==> src/rtl/rx_frame_status_fifo.sv <==
module rx_frame_status_fifo #(
  parameter int DEPTH = 8,
  parameter int TMO_W = 16
) (
  input  logic             clk,
  input  logic             rst_n,
  input  logic             soft_rst,
  input  logic             dma_en,
  input  logic             frm_done,
  input  logic [5:0]       frm_flags,
  input  logic [15:0]      frm_len,
  output logic             frm_reject,
  input  logic             rd_en,
  input  logic [1:0]       rd_sel,
  output logic [7:0]       rd_data,
  input  logic [1:0]       thr_sel,
  input  logic [TMO_W-1:0] tmo_limit,
  output logic             irq
);
  localparam int AW = (DEPTH > 1) ? $clog2(DEPTH) : 1;
  localparam int CW = $clog2(DEPTH + 1);
  localparam logic [CW-1:0] FULL_LVL = CW'(DEPTH);
  localparam logic [AW-1:0] LAST_PTR = AW'(DEPTH - 1);

  logic [23:0]      mem [DEPTH];
  logic [AW-1:0]    wr_ptr, rd_ptr;
  logic [CW-1:0]    count;
  logic [7:0]       lost_cnt;
  logic [TMO_W-1:0] tmo_cnt;
  logic             tmo_flag;
  logic [23:0]      push_word, head;
  logic [CW-1:0]    thr_lvl;

  wire full      = (count == FULL_LVL);
  wire empty     = (count == '0);
  wire lost_pend = (lost_cnt != 8'd0);
  wire frm_in    = frm_done & dma_en;
  wire frm_take  = frm_in & ~full & ~lost_pend;
  wire frm_lost  = frm_in & ~frm_take;
  wire lost_push = lost_pend & ~full;
  wire do_push   = frm_take | lost_push;
  wire do_pop    = rd_en & (rd_sel == 2'd2) & ~empty;

  always_comb begin
    if (lost_push) push_word = {2'b10, 6'd0, lost_cnt, 8'h00};
    else           push_word = {2'b00, frm_flags, frm_len[7:0], frm_len[15:8]};
  end

  always_ff @(posedge clk) begin
    if (do_push) mem[wr_ptr] <= push_word;
  end

  always_ff @(posedge clk or negedge rst_n) begin
    if (!rst_n) begin
      wr_ptr <= '0;
      rd_ptr <= '0;
      count  <= '0;
    end else if (soft_rst) begin
      wr_ptr <= '0;
      rd_ptr <= '0;
      count  <= '0;
    end else begin
      if (do_push) wr_ptr <= (wr_ptr == LAST_PTR) ? '0 : wr_ptr + 1'b1;
      if (do_pop)  rd_ptr <= (rd_ptr == LAST_PTR) ? '0 : rd_ptr + 1'b1;
      if (do_push && !do_pop)      count <= count + 1'b1;
      else if (do_pop && !do_push) count <= count - 1'b1;
    end
  end

  always_ff @(posedge clk or negedge rst_n) begin
    if (!rst_n)                     lost_cnt <= 8'd0;
    else if (soft_rst)              lost_cnt <= 8'd0;
    else if (lost_push && frm_lost) lost_cnt <= 8'd1;
    else if (lost_push)             lost_cnt <= 8'd0;
    else if (frm_lost && lost_cnt != 8'hFF) lost_cnt <= lost_cnt + 8'd1;
  end

  always_ff @(posedge clk or negedge rst_n) begin
    if (!rst_n) begin
      tmo_cnt  <= '0;
      tmo_flag <= 1'b0;
    end else begin
      if (soft_rst || do_push || do_pop || empty) tmo_cnt <= '0;
      else if (tmo_cnt != tmo_limit)             tmo_cnt <= tmo_cnt + 1'b1;
      if (soft_rst || do_pop) tmo_flag <= 1'b0;
      else if (!empty && !do_push && tmo_cnt == tmo_limit) tmo_flag <= 1'b1;
    end
  end

  always_comb begin
    case (thr_sel)
      2'd0:    thr_lvl = CW'(1);
      2'd1:    thr_lvl = CW'(2);
      default: thr_lvl = CW'(4);
    endcase
  end

  assign head = mem[rd_ptr];

  always_comb begin
    rd_data = 8'h00;
    if (!empty) begin
      case (rd_sel)
        2'd0:    rd_data = head[23:16] | 8'h40;
        2'd1:    rd_data = head[15:8];
        2'd2:    rd_data = head[7:0];
        default: rd_data = 8'h00;
      endcase
    end
  end

  assign frm_reject = full | lost_pend;
  assign irq        = (count >= thr_lvl) | tmo_flag;
endmodule


==> config.mk <==
export PLATFORM = sky130hd
export DESIGN_NAME = rx_frame_status_fifo
export DESIGN_NICKNAME = d
export VERILOG_FILES = /design/src/rtl/rx_frame_status_fifo.sv
export SDC_FILE = /design/constraint.sdc
export NUM_CORES = 1
export LEC_CHECK = 0
export ABC_AREA = 1
export CAP_MARGIN = 20
export CORE_MARGIN = 1.5
export CORE_UTILIZATION = 40
export CTS_BUF_LIST = sky130_fd_sc_hd__clkbuf_8
export CTS_CLUSTER_SIZE = 20
export DETAILED_ROUTE_END_ITERATION = 8
export SLEW_MARGIN = 20
export SYNTH_ARGS = -nofsm -noshare
export SYNTH_HDL_FRONTEND = slang
export SYNTH_SLANG_ARGS = --single-unit
==> constraint.sdc <==
create_clock -name clk -period 4.12 [get_ports clk]
set_input_delay 0.412 -clock clk [delete_from_list [all_inputs] [get_ports clk]]
set_output_delay 0.412 -clock clk [all_outputs]
set_load 0.01 [all_outputs]
### After elaboration in Yosys (flattened, before gate mapping)

Memories as Yosys holds them, arrays and structs flattened.
Index checks and enable logic that the tools add are counted.

| word-level totals | value |
|---|---|
| input port bits | 48 |
| output and inout port bits | 10 |
| flip-flop bits (word level) | 35 |
| memories | 1 |
| memory bits (writable) | 192 |
| logic and storage cells | 83 |

| cells by class | value |
|---|---|
| bitwise logic cells | 14 |
| add/sub/neg operators | 6 |
| reduce and logical (&&, ||, !) cells | 23 |
| mux-type cells | 23 |
| $lt $le $gt $ge | 1 |
| equal/unequal tests | 9 |

Memories:

| name | words | bits a word | read ports | clocked after memory_dff | write ports | RTL line | source |
|---|---|---|---|---|---|---|---|
| mem | 8 | 24 | 1 | 0 | 1 | 25 | `logic [23:0] mem [DEPTH];` |

Operator list:

| kind | number |
|---|---|
| 8-bit two-way mux | 5 |
| 16-bit two-way mux | 2 |
| 24-bit two-way mux | 1 |
| 8-bit one-hot mux with 3 select lines | 1 |
| 3-bit two-way mux | 6 |
| 16-bit by 1-bit adder with 16-bit output, second input constant | 1 |
| 16-bit equality test | 1 |
| 16-bit != test | 1 |
| 4-bit two-way mux | 3 |
| 8-bit by 1-bit adder with 8-bit output, second input constant | 1 |
| 8-bit != test, second input constant | 1 |
| 2-bit nonzero test | 4 |
| 8-bit nonzero test | 1 |
| 1-bit AND | 7 |
| 3-bit by 1-bit adder with 3-bit output, second input constant | 2 |
| 3-bit equality test, second input constant | 2 |
| 1-bit logical AND | 6 |
| 3-bit one-hot mux with 2 select lines | 1 |
| 4-bit by 1-bit adder with 4-bit output, second input constant | 1 |
| 2-bit by 1-bit equality test with 1-bit output, second input constant | 2 |
| 4-bit equality test, second input constant | 1 |
| 4-bit >= comparator | 1 |
| 2-bit zero test | 2 |
| 4-bit zero test | 1 |
| other kinds (9) | 22 |

### Depth between registers and ports, before layout

| depth | value |
|---|---|
| depth after elaboration | 11 |
| gate-level depth with buffers | 16 |
| depth with buffers taken out | 16 |

### Worst setup path after synthesis

Ideal clock, no wire load.

| path | value |
|---|---|
| kind | register -> register |
| start | register lost_cnt[0] |
| end | memory mem[0][0] (enable) |
| setup slack | 1616 ps |
| library setup time | 403 ps |
| clock period less this slack | 2504 ps |
| data required time | 3717 ps |
| path buffers | 0 |
| arrival | 2101 ps |
| cell stages (with the launch flop) | 10 |
| cell sequence | dfrtp_1 > inv_1 > ha_1 > inv_1 > nor2_2 > nand2_2 > nand2_4 > nand2_1 > nand2_1 > nor2_1 |

| between the ends | value |
|---|---|
| cells in the longest elaborated chain, start to end | 6 |
| elaborated cells between the ends (all ways) | 7 |
| those cells by class | mux (2); bitwise (4); reduce/logical (1) |

Ends and longest elaborated chain:

| item | RTL line | source |
|---|---|---|
| start: declaration | 28 | `logic [7:0] lost_cnt;` |
| start signal: assignment | 75 | `else if (frm_lost && lost_cnt != 8'hFF) lost_cnt <= lost_cnt + 8'd1;` |
| 8-bit nonzero test * | 36 | `wire lost_pend = (lost_cnt != 8'd0);` |
| 1-bit inverter | 38 | `wire frm_take = frm_in & ~full & ~lost_pend;` |
| 1-bit AND | 38 |  |
| 1-bit bitwise OR * | 41 | `wire do_push = frm_take \| lost_push;` |
| 1-bit two-way mux * | 50 | `if (do_push) mem[wr_ptr] <= push_word;` |
| 1-bit two-way mux (implied by the code) * | 50 |  |
| end: declaration | 25 |  |

Every way passes the cells marked *; elsewhere a longest branch is shown, timed or not.

### Worst setup path after layout

| path | value |
|---|---|
| start | register rd_ptr[1] |
| end | output port rd_data[4] |

| between the ends | value |
|---|---|
| cells in the longest elaborated chain, start to end | 3 |

Ends and longest elaborated chain:

| item | RTL line | source |
|---|---|---|
| start: declaration | 26 | `logic [AW-1:0] wr_ptr, rd_ptr;` |
| start signal: assignment | 64 | `if (do_pop) rd_ptr <= (rd_ptr == LAST_PTR) ? '0 : rd_ptr + 1'b1;` |
| memory read 8 x 24 bit | - |  |
| 8-bit one-hot mux with 3 select lines | 103 | `case (rd_sel)` |
| 8-bit two-way mux | 102 | `if (!empty) begin` |
| end: declaration | 15 | `output logic [7:0] rd_data,` |

Every way passes these cells.

==> results.md <==
* Outcome: complete, no violations
* Via count of the first global-routing pass at 7,582
* Actual transition at the worst max-transition pin at 1100 ps
* XOR/XNOR share of the synthesized area at around 1.7%
* Leakage Power at between 0.005 and 0.006 uW
* Clock transition at path regs at 60 ps
* Vias at 7,695
* Post-synthesis cell area at 10,600 um^2
* Sequential element share of the synthesized area at 60.4%
* Post-route minimum period at 3190 ps
* Number of nets in the synthesized netlist at 1,201
* Number of antenna violations at the first check in global routing at 0
* Clock buffer depth at 3
* Simple-gate portion of the synthesized area at 26.6%
* Combinational cell fraction of total power at 26.1%
* Synth Flop Type: sky130_fd_sc_hd__edfxtp_1
* Clock power share at 27.7%
* Vias/cell at approximately 5
* Worst skew pair latency at 520 ps
* First-pass GRT wire length at 41,100 um
* Horiz. Die Dim at about 170 um
* FF-to-FF path depth at 10
* Worst flop-to-flop path endpoint: mem[5][5]$_DFFE_PP_
* Critical path endpoint category: primary output
* Max-Slew Margin vs Limit at 26.0%
* Synth Area in Compound Gates at under 10%
* Max Clock Skew at about 13 ps
* RSZ-0062 raised after global routing: false
* CP Launch Type: flop
* Resize count post-CTS at 0
* I/O pin total at 58
* Fraction of layout instances using a drive strength above 1 at 8.35%
* CP required at 3710 ps
* Worst reg2reg path startpoint: lost_cnt[0]$_DFFE_PN0P_
* Num CTS Buffers at 39
* Area inside the core boundary at 26,100 um^2
* # clock sinks at 219
* Share of the clock period used by the worst path at 77.4%
* Maximum clock frequency at around 310 MHz
* Setup Viol. Count Final at 0
* Top cell type by total area after synthesis: sky130_fd_sc_hd__edfxtp_1
* Antenna diodes at 0
* Global-route congestion overflow total at 0
* Die Outline Area at 27,500 um^2
* Number of failing hold endpoints at the final stage at 0
* DRT Pass-1 Iters at 6
* Area share of the largest cell type after synthesis at 52.1%
* Worst voltage drop across the vdd grid at ~0.28 mV
* Number of warning messages in the yosys log at 0
* Slack of the worst reg-to-reg path at 1450 ps
* Maximum capacitance violations at 0
* Share of async-settable or async-resettable flops after synthesis at between 10% and 20%
* Highest fanout seen on the critical path at between 60 and 70
* Switching share of total power at around a third
* DIE HEIGHT at 166 um
* Dominant combinational cell family by area after synthesis: simple AND/OR/NAND/NOR gates
* Number of synthesized register bits at 219
* Maximum level of the CTS H-tree at 2
* Post-synthesis cell count at about 1,100
* Total power per unit cell area at 529 nW/um^2
* Number of I/O port buffers at 57
* Ranking of synthesized cells by area: sky130_fd_sc_hd__edfxtp_1, sky130_fd_sc_hd__nand2_1, sky130_fd_sc_hd__dfrtp_1, sky130_fd_sc_hd__nand3_1, sky130_fd_sc_hd__nor2_1
* Wire length per cell at 16.1 um
* Internal power at 4330 uW
* Psw at 2130 uW
* Count of unresolved DRC violations after routing at 0
* Starting Density at between 40 and 50%
* Share of cell area taken by muxes after synthesis at 0%
* Adder-cell share of the synthesized area at 1.60%
* Maximum number of pins on one net before global-route repair at 95
* Number of non-filler instances in the completed layout at around 1,600
* Number of buffers added for setup after CTS at 0
* Hold/Removal Path Class: in -> async
* Start point of the critical path: rd_ptr[1]$_DFFE_PN0N_
* Clock tree from TritonCTS: done
* Synth-to-layout area growth at 15.1%
* Sum of negative setup slack at 0 ps
* Placer Congestion at 0.817
* Count of hold buffers inserted by post-cts repair at 0
* Number of distinct standard cells referenced by the synthesized netlist at 34
* Critical path arrival at 2780 ps
* Number of enable-type register cells in the synthesized netlist at 184
* Std cell rows at 59
* Sum of routed wire length over all layers at 25,200 um
* Type of the setup path with the least slack: reg -> out
* Post-Place Cells at between 1,500 and 2,000
* Net count of the finished layout at ~1,300
* DPL Wire Length at 15,200 um
* Violation count after the first detailed-routing iteration at 562
* Post-detailed-route count of antenna-violating nets at 0
* Register share of total power at 46.2%
* Average cell area after synthesis at 9.30 um^2
* Clock Root Buffer: sky130_fd_sc_hd__clkbuf_8
* Pins Over Slew Limit at 0
* Total Routing Usage GR at 18.8%
[synth_stat cells (3+ instances only)]
| cell | number |
|---|---|
| sky130_fd_sc_hd__nand2_2 | 7 |
| sky130_fd_sc_hd__edfxtp_1 | 184 |
| sky130_fd_sc_hd__nand3_1 | 160 |
| sky130_fd_sc_hd__buf_6 | 3 |
| sky130_fd_sc_hd__buf_1 | 5 |
| sky130_fd_sc_hd__inv_1 | 118 |
| sky130_fd_sc_hd__inv_2 | 4 |
| sky130_fd_sc_hd__xnor2_1 | 7 |
| sky130_fd_sc_hd__o21ai_0 | 48 |
| sky130_fd_sc_hd__buf_2 | 28 |
| sky130_fd_sc_hd__nor3_1 | 8 |
| sky130_fd_sc_hd__nand2_1 | 330 |
| sky130_fd_sc_hd__nor2_1 | 128 |
| sky130_fd_sc_hd__dfrtp_1 | 35 |
| sky130_fd_sc_hd__ha_1 | 12 |
| sky130_fd_sc_hd__o21ai_1 | 11 |
| sky130_fd_sc_hd__nor2_2 | 7 |
| sky130_fd_sc_hd__xor2_1 | 14 |
| sky130_fd_sc_hd__clkbuf_1 | 9 |
[layout make-up]
cell class | count | area (um^2)
clock inverters | 26 | 131
multi-input cells | 750 | 3500
inverters | 124 | 468
flip-flops and latches | 219 | 6400
fillers | 2480 | 13900
well taps | 335 | 419
clock buffers | 39 | 537
repair buffers | 75 | 738
[cells by family after synthesis]
| family | after synthesis |
|---|---|
| buffers and inverters | 171 |
| DFF | 219 |
| adders and majority gates | 13 |
| AOI/OAI and AO/OA | 62 |
| and+or+nand+nor | 654 |
| xor gates and xnor gates | 21 |
[worst max-delay path, cell delays in order, from the launching register on]
cell and delay [ps]:
sky130_fd_sc_hd__dfrtp_2 350, sky130_fd_sc_hd__buf_4 640, sky130_fd_sc_hd__nand3_1 170, sky130_fd_sc_hd__nand3_1 160, sky130_fd_sc_hd__nand3_1 160, sky130_fd_sc_hd__nand3_1 120, sky130_fd_sc_hd__nand2_1 50, sky130_fd_sc_hd__inv_1 60
sky130_fd_sc_hd__clkdlybuf4s50_1 520
[worst max-delay path by stage]
stage | end | cells after the start
3_5_place_dp | mem[5][5]$_DFFE_PP_ | 8
3_3_place_gp | mem[5][18]$_DFFE_PP_ | 8
4_1_cts | rd_data[4] | 8
6_report | rd_data[4] | 8
5_1_grt | rd_data[1] | 11
2_1_floorplan | mem[0][0]$_DFFE_PP_ | 9
[per-stage QoR]
stage                     hold WS [ps]  util (%)  area (um^2)  power (uW)  setup slack, ps
after floorplan                    116         -        10600        4140             1620
after global placement             518      44.3        11500        4710             1410
after detailed placement           521      44.3        11500        4740             1340
after CTS                         26.4      46.8        12200        6530              880
after global routing              77.4      46.8        12200        6850              703
final                             8.89      46.8        12200        6460              930
[placed cells by master (no fill, tap or decap), drive strengths merged, types with 12 or more instances in the layout]
cell type / n
nand2: 339
edfxtp: 184
nand3: 164
nor2: 139
inv: 134
o21ai: 59
clkdlybuf4s50: 56
clkbuf: 39
dfrtp: 35
buf: 19
xor2: 14
clkinv: 14
ha: 12
[per-layer routing]
metal  wire, um  global-route usage (%)
met5          0                       0
met1      11700                    26.3
met3       1510                    3.27
met2      11600                    30.4
met4        434                    5.05
[power by group through the flow]
stage / Combinational, uW / Sequential (uW) / Clock (uW)
finish: 1690 / 2980 / 1790
global route: 1920 / 3010 / 1930
CTS: 1710 / 2990 / 1830
detailed placement: 1710 / 3030 / 0
global placement: 1690 / 3030 / 0
floorplan: 1130 / 3010 / 0
[state kept, by name, indices dropped and copies added (netlist names)]
signal / cells
mem: 184
wr_ptr: 3
lost_cnt: 8
count: 4
rd_ptr: 3
tmo_flag: 1
tmo_cnt: 16
No activity file was read; power rests on OpenSTA's default activity.
